**config.mk**
```make
export PLATFORM = sky130hd
export DESIGN_NAME = crc_byte_engine
export DESIGN_NICKNAME = d
export VERILOG_FILES = /design/src/rtl/crc_pkg.sv /design/src/rtl/crc_byte_step.sv /design/src/rtl/crc_len_decode.sv /design/src/rtl/crc_ctrl.sv /design/src/rtl/crc_byte_engine.sv
export SDC_FILE = /design/constraint.sdc
export NUM_CORES = 1
export LEC_CHECK = 0
export BUFFER_PORTS_ARGS = -buffer_cell sky130_fd_sc_hd__buf_2
export CAP_MARGIN = 0
export CORE_MARGIN = 5
export CORE_UTILIZATION = 50
export DETAILED_ROUTE_END_ITERATION = 7
export GPL_ROUTABILITY_DRIVEN = 0
export GPL_TIMING_DRIVEN = 0
export HOLD_SLACK_MARGIN = 0.03
export PLACE_DENSITY = 0.87
export SETUP_SLACK_MARGIN = 0.3
export SLEW_MARGIN = 5
export SYNTH_ARGS = -nofsm -noshare
export SYNTH_HDL_FRONTEND = slang
export SYNTH_SLANG_ARGS = --single-unit
export TNS_END_PERCENT = 20
```
**constraint.sdc**
```tcl
create_clock -name clk -period 5.8 [get_ports clk]
set_input_delay 1.16 -clock clk [delete_from_list [all_inputs] [get_ports clk]]
set_output_delay 1.16 -clock clk [all_outputs]
set_load 0.005 [all_outputs]
```
**src/rtl/crc_pkg.sv**
```systemverilog
package crc_pkg;
    localparam int CRC_W  = 32;
    localparam int BYTE_W = 8;

    localparam logic [CRC_W-1:0] POLY_REFL_IEEE = 32'hEDB88320;
    localparam logic [CRC_W-1:0] POLY_REFL_CAST = 32'h82F63B78;

    typedef enum logic [1:0] {
        ST_IDLE = 2'd0,
        ST_RUN  = 2'd1,
        ST_DONE = 2'd2
    } crc_state_e;

    typedef enum logic {
        POLY_IEEE = 1'b0,
        POLY_CAST = 1'b1
    } crc_poly_e;
endpackage

```
**src/rtl/crc_byte_step.sv**
```systemverilog
module crc_byte_step
    import crc_pkg::*;
#(
    parameter int W  = CRC_W,
    parameter int BW = BYTE_W
) (
    input  logic [W-1:0]  acc,
    input  logic [BW-1:0] din,
    input  logic [W-1:0]  poly,
    output logic [W-1:0]  nxt
);
    logic [W-1:0] stage [0:BW];

    assign stage[0] = acc ^ {{(W-BW){1'b0}}, din};

    // one reflected shift per data bit
    for (genvar i = 0; i < BW; i++) begin : g_bit
        assign stage[i+1] = stage[i][0] ? ((stage[i] >> 1) ^ poly)
                                        :  (stage[i] >> 1);
    end

    assign nxt = stage[BW];
endmodule

```
**src/rtl/crc_len_decode.sv**
```systemverilog
module crc_len_decode #(
    parameter int CNT_W     = 4,
    parameter int MAX_BYTES = 8,
    localparam int LEN_W    = $clog2(MAX_BYTES + 1)
) (
    input  logic [CNT_W-1:0] raw,
    output logic [LEN_W-1:0] len
);
    logic legal;

    always_comb begin
        legal = (raw != '0)
             && ((raw & (raw - CNT_W'(1))) == '0)
             && (raw <= CNT_W'(MAX_BYTES));
        len = legal ? LEN_W'(raw) : LEN_W'(MAX_BYTES);
    end
endmodule

```
**src/rtl/crc_ctrl.sv**
```systemverilog
module crc_ctrl
    import crc_pkg::*;
(
    input  logic clk,
    input  logic rst_n,
    input  logic start,
    input  logic last_byte,
    output logic busy,
    output logic done,
    output logic load,
    output logic advance
);
    crc_state_e state_q, state_d;

    always_ff @(posedge clk) begin
        if (!rst_n) state_q <= ST_IDLE;
        else        state_q <= state_d;
    end

    always_comb begin
        state_d = state_q;
        unique case (state_q)
            ST_IDLE: if (start)     state_d = ST_RUN;
            ST_RUN:  if (last_byte) state_d = ST_DONE;
            ST_DONE:                state_d = ST_IDLE;
            default:                state_d = ST_IDLE;
        endcase
    end

    always_comb begin
        busy    = 1'b0;
        done    = 1'b0;
        load    = 1'b0;
        advance = 1'b0;
        unique case (state_q)
            ST_IDLE: load    = start;
            ST_RUN:  begin busy = 1'b1; advance = 1'b1; end
            ST_DONE: begin busy = 1'b1; done = 1'b1; end
            default: ;
        endcase
    end

    // done is a single-cycle pulse followed by idle
    p_done_pulse_r9: assert property (@(posedge clk) disable iff (!rst_n)
        done |=> (!done && !busy));

    // a start seen while busy never produces a load
    p_no_load_busy_r10: assert property (@(posedge clk) disable iff (!rst_n)
        (busy && start) |-> !load);
endmodule

```
**src/rtl/crc_byte_engine.sv**
```systemverilog
module crc_byte_engine
    import crc_pkg::*;
#(
    parameter int ACC_IN_W  = 64,
    parameter int DATA_W    = 64,
    parameter int CNT_W     = 4,
    localparam int MAX_BYTES = DATA_W / BYTE_W,
    localparam int LEN_W     = $clog2(MAX_BYTES + 1)
) (
    input  logic                clk,
    input  logic                rst_n,
    input  logic                start,
    input  logic                poly_sel,
    input  logic [ACC_IN_W-1:0] acc_in,
    input  logic [DATA_W-1:0]   data_in,
    input  logic [CNT_W-1:0]    nbytes,
    output logic                busy,
    output logic                done,
    output logic [CRC_W-1:0]    crc_out
);
    logic [CRC_W-1:0]  acc_q;
    logic [DATA_W-1:0] data_q;
    logic [LEN_W-1:0]  left_q;
    crc_poly_e         poly_q;

    logic [LEN_W-1:0]  len_dec;
    logic [CRC_W-1:0]  acc_nxt;
    logic [CRC_W-1:0]  poly_const;
    logic              load, advance, last_byte;
    logic              unused_acc_hi;

    assign unused_acc_hi = ^acc_in[ACC_IN_W-1:CRC_W];

    crc_len_decode #(.CNT_W(CNT_W), .MAX_BYTES(MAX_BYTES)) u_len (
        .raw (nbytes),
        .len (len_dec)
    );

    crc_ctrl u_ctrl (
        .clk       (clk),
        .rst_n     (rst_n),
        .start     (start),
        .last_byte (last_byte),
        .busy      (busy),
        .done      (done),
        .load      (load),
        .advance   (advance)
    );

    assign poly_const = (poly_q == POLY_CAST) ? POLY_REFL_CAST : POLY_REFL_IEEE;

    crc_byte_step #(.W(CRC_W), .BW(BYTE_W)) u_step (
        .acc  (acc_q),
        .din  (data_q[BYTE_W-1:0]),
        .poly (poly_const),
        .nxt  (acc_nxt)
    );

    assign last_byte = (left_q == LEN_W'(1));

    always_ff @(posedge clk) begin
        if (!rst_n) begin
            acc_q  <= '0;
            data_q <= '0;
            left_q <= '0;
            poly_q <= POLY_IEEE;
        end else if (load) begin
            acc_q  <= acc_in[CRC_W-1:0];
            data_q <= data_in;
            left_q <= len_dec;
            poly_q <= crc_poly_e'(poly_sel);
        end else if (advance) begin
            acc_q  <= acc_nxt;
            data_q <= data_q >> BYTE_W;
            left_q <= left_q - LEN_W'(1);
        end
    end

    assign crc_out = acc_q;

    // every accepted operation starts with a power-of-two byte count
    p_len_pow2_r5: assert property (@(posedge clk) disable iff (!rst_n)
        load |=> ($countones(left_q) == 1));

    // one byte retired per running cycle
    p_one_byte_r9: assert property (@(posedge clk) disable iff (!rst_n)
        advance |=> (left_q == $past(left_q) - LEN_W'(1)));

    // start during an operation leaves the captured polynomial alone
    p_keep_poly_r10: assert property (@(posedge clk) disable iff (!rst_n)
        (busy && start) |=> $stable(poly_q));

    // idle without start keeps the result
    p_hold_result_r11: assert property (@(posedge clk) disable iff (!rst_n)
        (!busy && !start) |=> $stable(crc_out));
endmodule

```
Word-level counts from Yosys, hierarchy flattened
Index checks and enable logic that the tools add are counted.
Widths: inputs -> output; s select.

word-level totals
  word-level logic and storage cells = 54
  register bits = 103
  output and inout bits = 34

operators by class
  reduce and logical (&&, ||, !) cells = 8
  $lt $le $gt $ge = 1
  equality and inequality tests = 5
  multiplexer cells = 23
  $add $sub $neg = 2
  bitwise gates (word level) = 10

operators by type and width
  operator             number
  $mux 32              10
  $xor 31x32->32       8
  $mux 64              2
  $xor 32x8->32        1
  $mux 31              1
  $mux 4               3
  $sub 4x1->4 const B  2
  $and 4x4->4          1
  $eq 4x1->1 const B   1
  $le 4x4->1 const B   1
  $logic_not 4->1      1
  $mux 1               4
  $mux 2               2
  $ne 2x2->1 const B   2
  $pmux 2 s2           1
  $reduce_bool 4->1    1
  $eq 2x1->1 const B   1
  $eq 2x2->1 const B   1
  $logic_and 1x1->1    2
  $logic_not 2->1      1
  $reduce_and 2->1     1
  $reduce_bool 2->1    1
  $reduce_or 2->1      1

Logic depth before layout (Yosys ltp)
  depth after elaboration = 19
  depth in mapped cells = 8

Hierarchy
From an unflattened synthesis, not the netlist that was laid out.

unflattened totals
  cells, all modules = 1265
  area total of the unflattened synthesis = 9960.8 um^2

modules (own cells, without submodules)
  module           area each (um^2)  times used  sequential area each (um^2)  cells each
  crc_byte_step    4934.7            1           0.0                          692
  crc_byte_engine  4817.1            1           2021.9                       548
  crc_ctrl         157.7             1           40.0                         18
  crc_len_decode   51.3              1           0.0                          7

Least setup slack after synthesis
OpenSTA, ideal clock, no wires.

  path type = reg2reg
  start point = reg acc_q[2] (netlist: crc_out[2])
  end point = reg acc_q[4] (netlist: crc_out[4])
  setup slack = 3.520 ns
  cell stages (with the launch flop) = 8
  arrival time = 2.147 ns
  buffers on the path = 0
  required time = 5.667 ns
  setup time = 0.133 ns
  path through = dfxtp_1 xnor2_2 xnor3_1 xor2_1 nand2_2 xnor3_1 mux2i_1 a21oi_1

between the ends
  cells in the longest elaborated chain, start to end = 18

RTL lines
  what                       RTL line               source
  start: declaration         crc_byte_engine.sv:21  logic [CRC_W-1:0] acc_q;
  start signal: assignment   crc_byte_engine.sv:68  acc_q <= acc_in[CRC_W-1:0];
  start signal: assignment   crc_byte_engine.sv:73  acc_q <= acc_nxt;
  $xor 32x8->32 (*)          crc_byte_step.sv:14    assign stage[0] = acc ^ {{(W-BW){1'b0}}, din};
  $xor 31x32->32             crc_byte_step.sv:18    assign stage[i+1] = stage[i][0] ? ((stage[i] >> 1) ^ poly)
  $mux 32 (*)                crc_byte_step.sv:18
  $xor 31x32->32             crc_byte_step.sv:18
  $mux 32 (*) (2 in series)  crc_byte_step.sv:18
  $xor 31x32->32             crc_byte_step.sv:18
  $mux 32 (*)                crc_byte_step.sv:18
  $xor 31x32->32             crc_byte_step.sv:18
  $mux 32 (*)                crc_byte_step.sv:18
  $xor 31x32->32             crc_byte_step.sv:18
  $mux 32 (*)                crc_byte_step.sv:18
  $xor 31x32->32             crc_byte_step.sv:18
  $mux 32 (*)                crc_byte_step.sv:18
  $xor 31x32->32             crc_byte_step.sv:18
  $mux 32 (*)                crc_byte_step.sv:18
  $mux 32 (*)                crc_byte_engine.sv:72  end else if (advance) begin
  $mux 32 (*)                crc_byte_engine.sv:67  end else if (load) begin

Every way passes the cells marked *; elsewhere a longest branch is shown, timed or not. The select of a mux whose other input is x is not followed.
A chain may end at the register's enable or synchronous reset.

Final worst setup path
  start point = reg acc_q[0] (netlist: crc_out[0])
  end point = reg acc_q[4] (netlist: crc_out[4])

between the ends
  cells in the longest elaborated chain, start to end = 18

RTL lines
  what               RTL line
  $xor 32x8->32 (*)  crc_byte_step.sv:14
  $mux 32 (*)        crc_byte_step.sv:18
  $xor 31x32->32     crc_byte_step.sv:18
  $mux 32 (*)        crc_byte_step.sv:18
  $xor 31x32->32     crc_byte_step.sv:18
  $mux 32 (*)        crc_byte_step.sv:18
  $xor 31x32->32     crc_byte_step.sv:18
  $mux 32 (*)        crc_byte_step.sv:18
  [... 2 more ...]   -
  $xor 31x32->32     crc_byte_step.sv:18
  $mux 32 (*)        crc_byte_step.sv:18
  $xor 31x32->32     crc_byte_step.sv:18
  $mux 32 (*)        crc_byte_step.sv:18
  $xor 31x32->32     crc_byte_step.sv:18
  $mux 32 (*)        crc_byte_step.sv:18
  $mux 32 (*)        crc_byte_engine.sv:72
  $mux 32 (*)        crc_byte_engine.sv:67

Marks and branches as above.

==> results.json <==
{
  "synth_warnings": 0,
  "via_count": 5728,
  "layout_setup_ws_ns": 3.127,
  "max_freq_mhz": 374.2,
  "p_leak_nw": 2.956,
  "htreeDepth": 3,
  "dp_hpwl_microns": 14170,
  "stdcell_count": 1017,
  "initial_core_util_pct": 51.62,
  "grt_setup_unrepaired": "no",
  "syn_avg_cell_area_sq_um": 8.983,
  "crit_fanout": 9,
  "clk_root_buffer_cell": "clkbuf_16",
  "area_growth_pct": 18.59,
  "fin_crit_ns": 2.673,
  "routed_wl_microns": 18390,
  "arrival_ns": 2.88,
  "rows": 40,
  "globalRouteOverflowTotal": 0,
  "track_usage_pct": 24.49,
  "cts.clk_slew.worst_paths_ns": 0.07,
  "cp.required_ns": 6.01,
  "critical-path-top-delay-family": "XOR/XNOR gates",
  "clkLatencyLatePin_ns": 0.35,
  "status": "complete, no violations",
  "crit_slowest_cell": "dfxtp_1",
  "syn_area_sq_um": 6252,
  "synth_top_flop_cell": "dfxtp_1",
  "path_buf_inv": 0,
  "drc": 0,
  "io_buffers": 137,
  "grt_pass1_vias": 5551,
  "crit_path_end_kind": "flip-flop",
  "critical_path_class": "flip-flop to flip-flop",
  "cts_buffers": 9,
  "ant_nets": 0,
  "worstSetupStartpointType": "flip-flop",
  "finalHoldViolCount": 0,
  "syn_nets": 838,
  "slowest_delay_ns": 0.61,
  "synth_seq_area_share_pct": 32.98,
  "grt_max_degree": 17,
  "synth-edff-count": 0,
  "hold_path.class": "flip-flop to flip-flop",
  "syn_inst": 696,
  "maxSlewHeadroom_pct": 47.50,
  "core_sq_um": 12110,
  "die_x_microns": 121.8,
  "setup_viol": 0,
  "slew_violations": 0,
  "grt_pass1_wl_microns": 28290,
  "clkSinkCount": 103,
  "drive_gt1_share_pct": 19.93,
  "antenna_found_initial": 1,
  "place_inst": 1001,
  "place_ws_ns": 2.952,
  "min_period_over_period_pct": 46.08,
  "ios": 170,
  "drt_iter0_markers": 361,
  "die_h_microns": 121.8,
  "die_area_sq_um": 14840,
  "cellPowerDensity_nw_per_um2": 636.8,
  "synth_cell_types": 43,
  "synth_top_area_cell": "dfxtp_1",
  "async_flop_share_pct": 0,
  "fin_nets": 986,
  "vdd_ir_drop_max_mv": 0.3132,
  "synth_top_area_share_pct": 32.98,
  "post_cts_buffers": 0,
  "worstMarginPinSlew_ns": 0.7875,
  "post_cts_resized": 0,
  "worstPathCellList": "xor2_4 > xnor3_1 > xor2_1 > nand2_2 > xnor3_1 > mux2i_1 > a21oi_1",
  "routed_via_density": 5.632,
  "hold_buffers": 0,
  "ys_ff_latch": 103,
  "cts_tree": "built",
  "finalSetupTns_ns": 0,
  "final.setup_skew_ns": 0.007085,
  "timing.critical_path.mode_cell": "xnor3_1",
  "synthTopCellsByArea": "dfxtp_1 (33%), mux2i_1 (13%), xnor2_1 (12%), a211oi_1 (8.3%), nor2_1 (5.7%)",
  "cap_viol_max_count": 0,
  "wl_per_cell_microns": 18.08,
  "drt_first_pass_iters": 5,
  "cts_buffer_depth": 2
}
==> cells in the final DEF (no fill, tap or decap), types with 4 or more instances in the layout <==
cell type / instances
buf_2: 140
dfxtp_1: 103
nor2_1: 95
xnor2_1: 87
mux2i_1: 80
a211oi_1: 69
nand2_1: 43
clkbuf_1: 41
a21oi_1: 40
xor2_1: 24
buf_1: 12
o21ai_0: 12
nand3b_1: 9
clkbuf_16: 9
a211o_1: 8
inv_1: 7
ha_1: 6
xnor2_2: 5
xnor2_4: 5
o21ai_1: 5
xnor3_1: 5
o22ai_1: 4
==> where the power goes <==
part	total [mW]	leakage [nW]	internal, mW	switching, mW
clock network	0.562	0.129	0.290	0.272
registers	1.06	0.853	0.888	0.176
logic	3.10	1.97	1.43	1.66
total	4.72	2.96	2.61	2.11
==> final cells by class <==
cell class                 instances  area (sq um)
sequential                       103          2062
inverter                           7         26.28
antenna                            1         2.502
tap                              168         210.2
buffer                            55         210.2
multi-input combinational        531          3954
clock buffer                      10         229.0
fill                            1054          4697
clock inverter                     5         35.03
timing repair buffer             137         685.7
==> worst paths after layout <==
kind                            startpoint    endpoint  slack [ns]  cells past startpoint
worst min-delay path            data_q[58]  data_q[58]        0.49                      2
worst max register to register  crc_out[0]  crc_out[4]        3.13                      7
worst min register to register  data_q[58]  data_q[58]        0.49                      2
worst max-delay path            crc_out[0]  crc_out[4]        3.13                      7
==> worst min-delay path, cell delays in order, from the launching register on <==
cell      delay (ns)
dfxtp_1         0.31
nand3b_1        0.08
a21oi_1         0.06
==> per-layer routing <==
metal	global-route usage (%)	part of all wire [%]
met1	30.83	41
met2	40.16	47
met3	5.060	7.9
met4	11.48	4.3
met5	0	0.038
==> cell usage after synthesis (all sizes together), types with 3 or more instances <==
| cell type | number |
|---|---|
| a211oi | 69 |
| nand3b | 9 |
| o22ai | 4 |
| nor3 | 3 |
| nor2 | 95 |
| inv | 7 |
| a211o | 8 |
| xor2 | 27 |
| xnor3 | 5 |
| a21oi | 40 |
| nor4b | 3 |
| o211ai | 3 |
| mux2i | 80 |
| nor3b | 3 |
| nand2 | 44 |
| xnor2 | 97 |
| dfxtp | 103 |
| ha | 6 |
| clkbuf | 40 |
| buf | 15 |
| o21ai | 17 |
==> flip-flops by register name (all words and copies together), names as in the netlist <==
signal,cells
u_ctrl.state_q,2
left_q,4
data_q,64
crc_out,32
poly_q,1
==> metrics by stage <==
stage               hold WS, ns  total power, mW  cell area [sq um]  util, %
CTS                      0.4921            4.683               7412    61.20
global placement         0.4799            4.018               7148    59.02
detailed placement       0.4804            4.093               7148    59.02
global route             0.5137            4.992               7412    61.20
floorplan                0.4605            3.426               6252        -
finish                   0.4904            4.722               7415    61.22
==> logic make-up (layout without fill, tap and decap cells) <==
logic type               after synthesis  count (layout)  share of synthesized area, %
multiplexers                          81              81                         12.99
AND/OR/NAND/NOR                      164             164                         11.21
adder cells (fa/ha/maj)                6               6                         1.201
flip-flops                           103             103                         32.98
buffers and inverters                 62             214                         3.782
XOR/XNOR                             129             129                         21.81
AO/OA/AOI/OAI                        151             151                         16.03
other                                  0               1                             0
(Power assumes the default switching activity.)
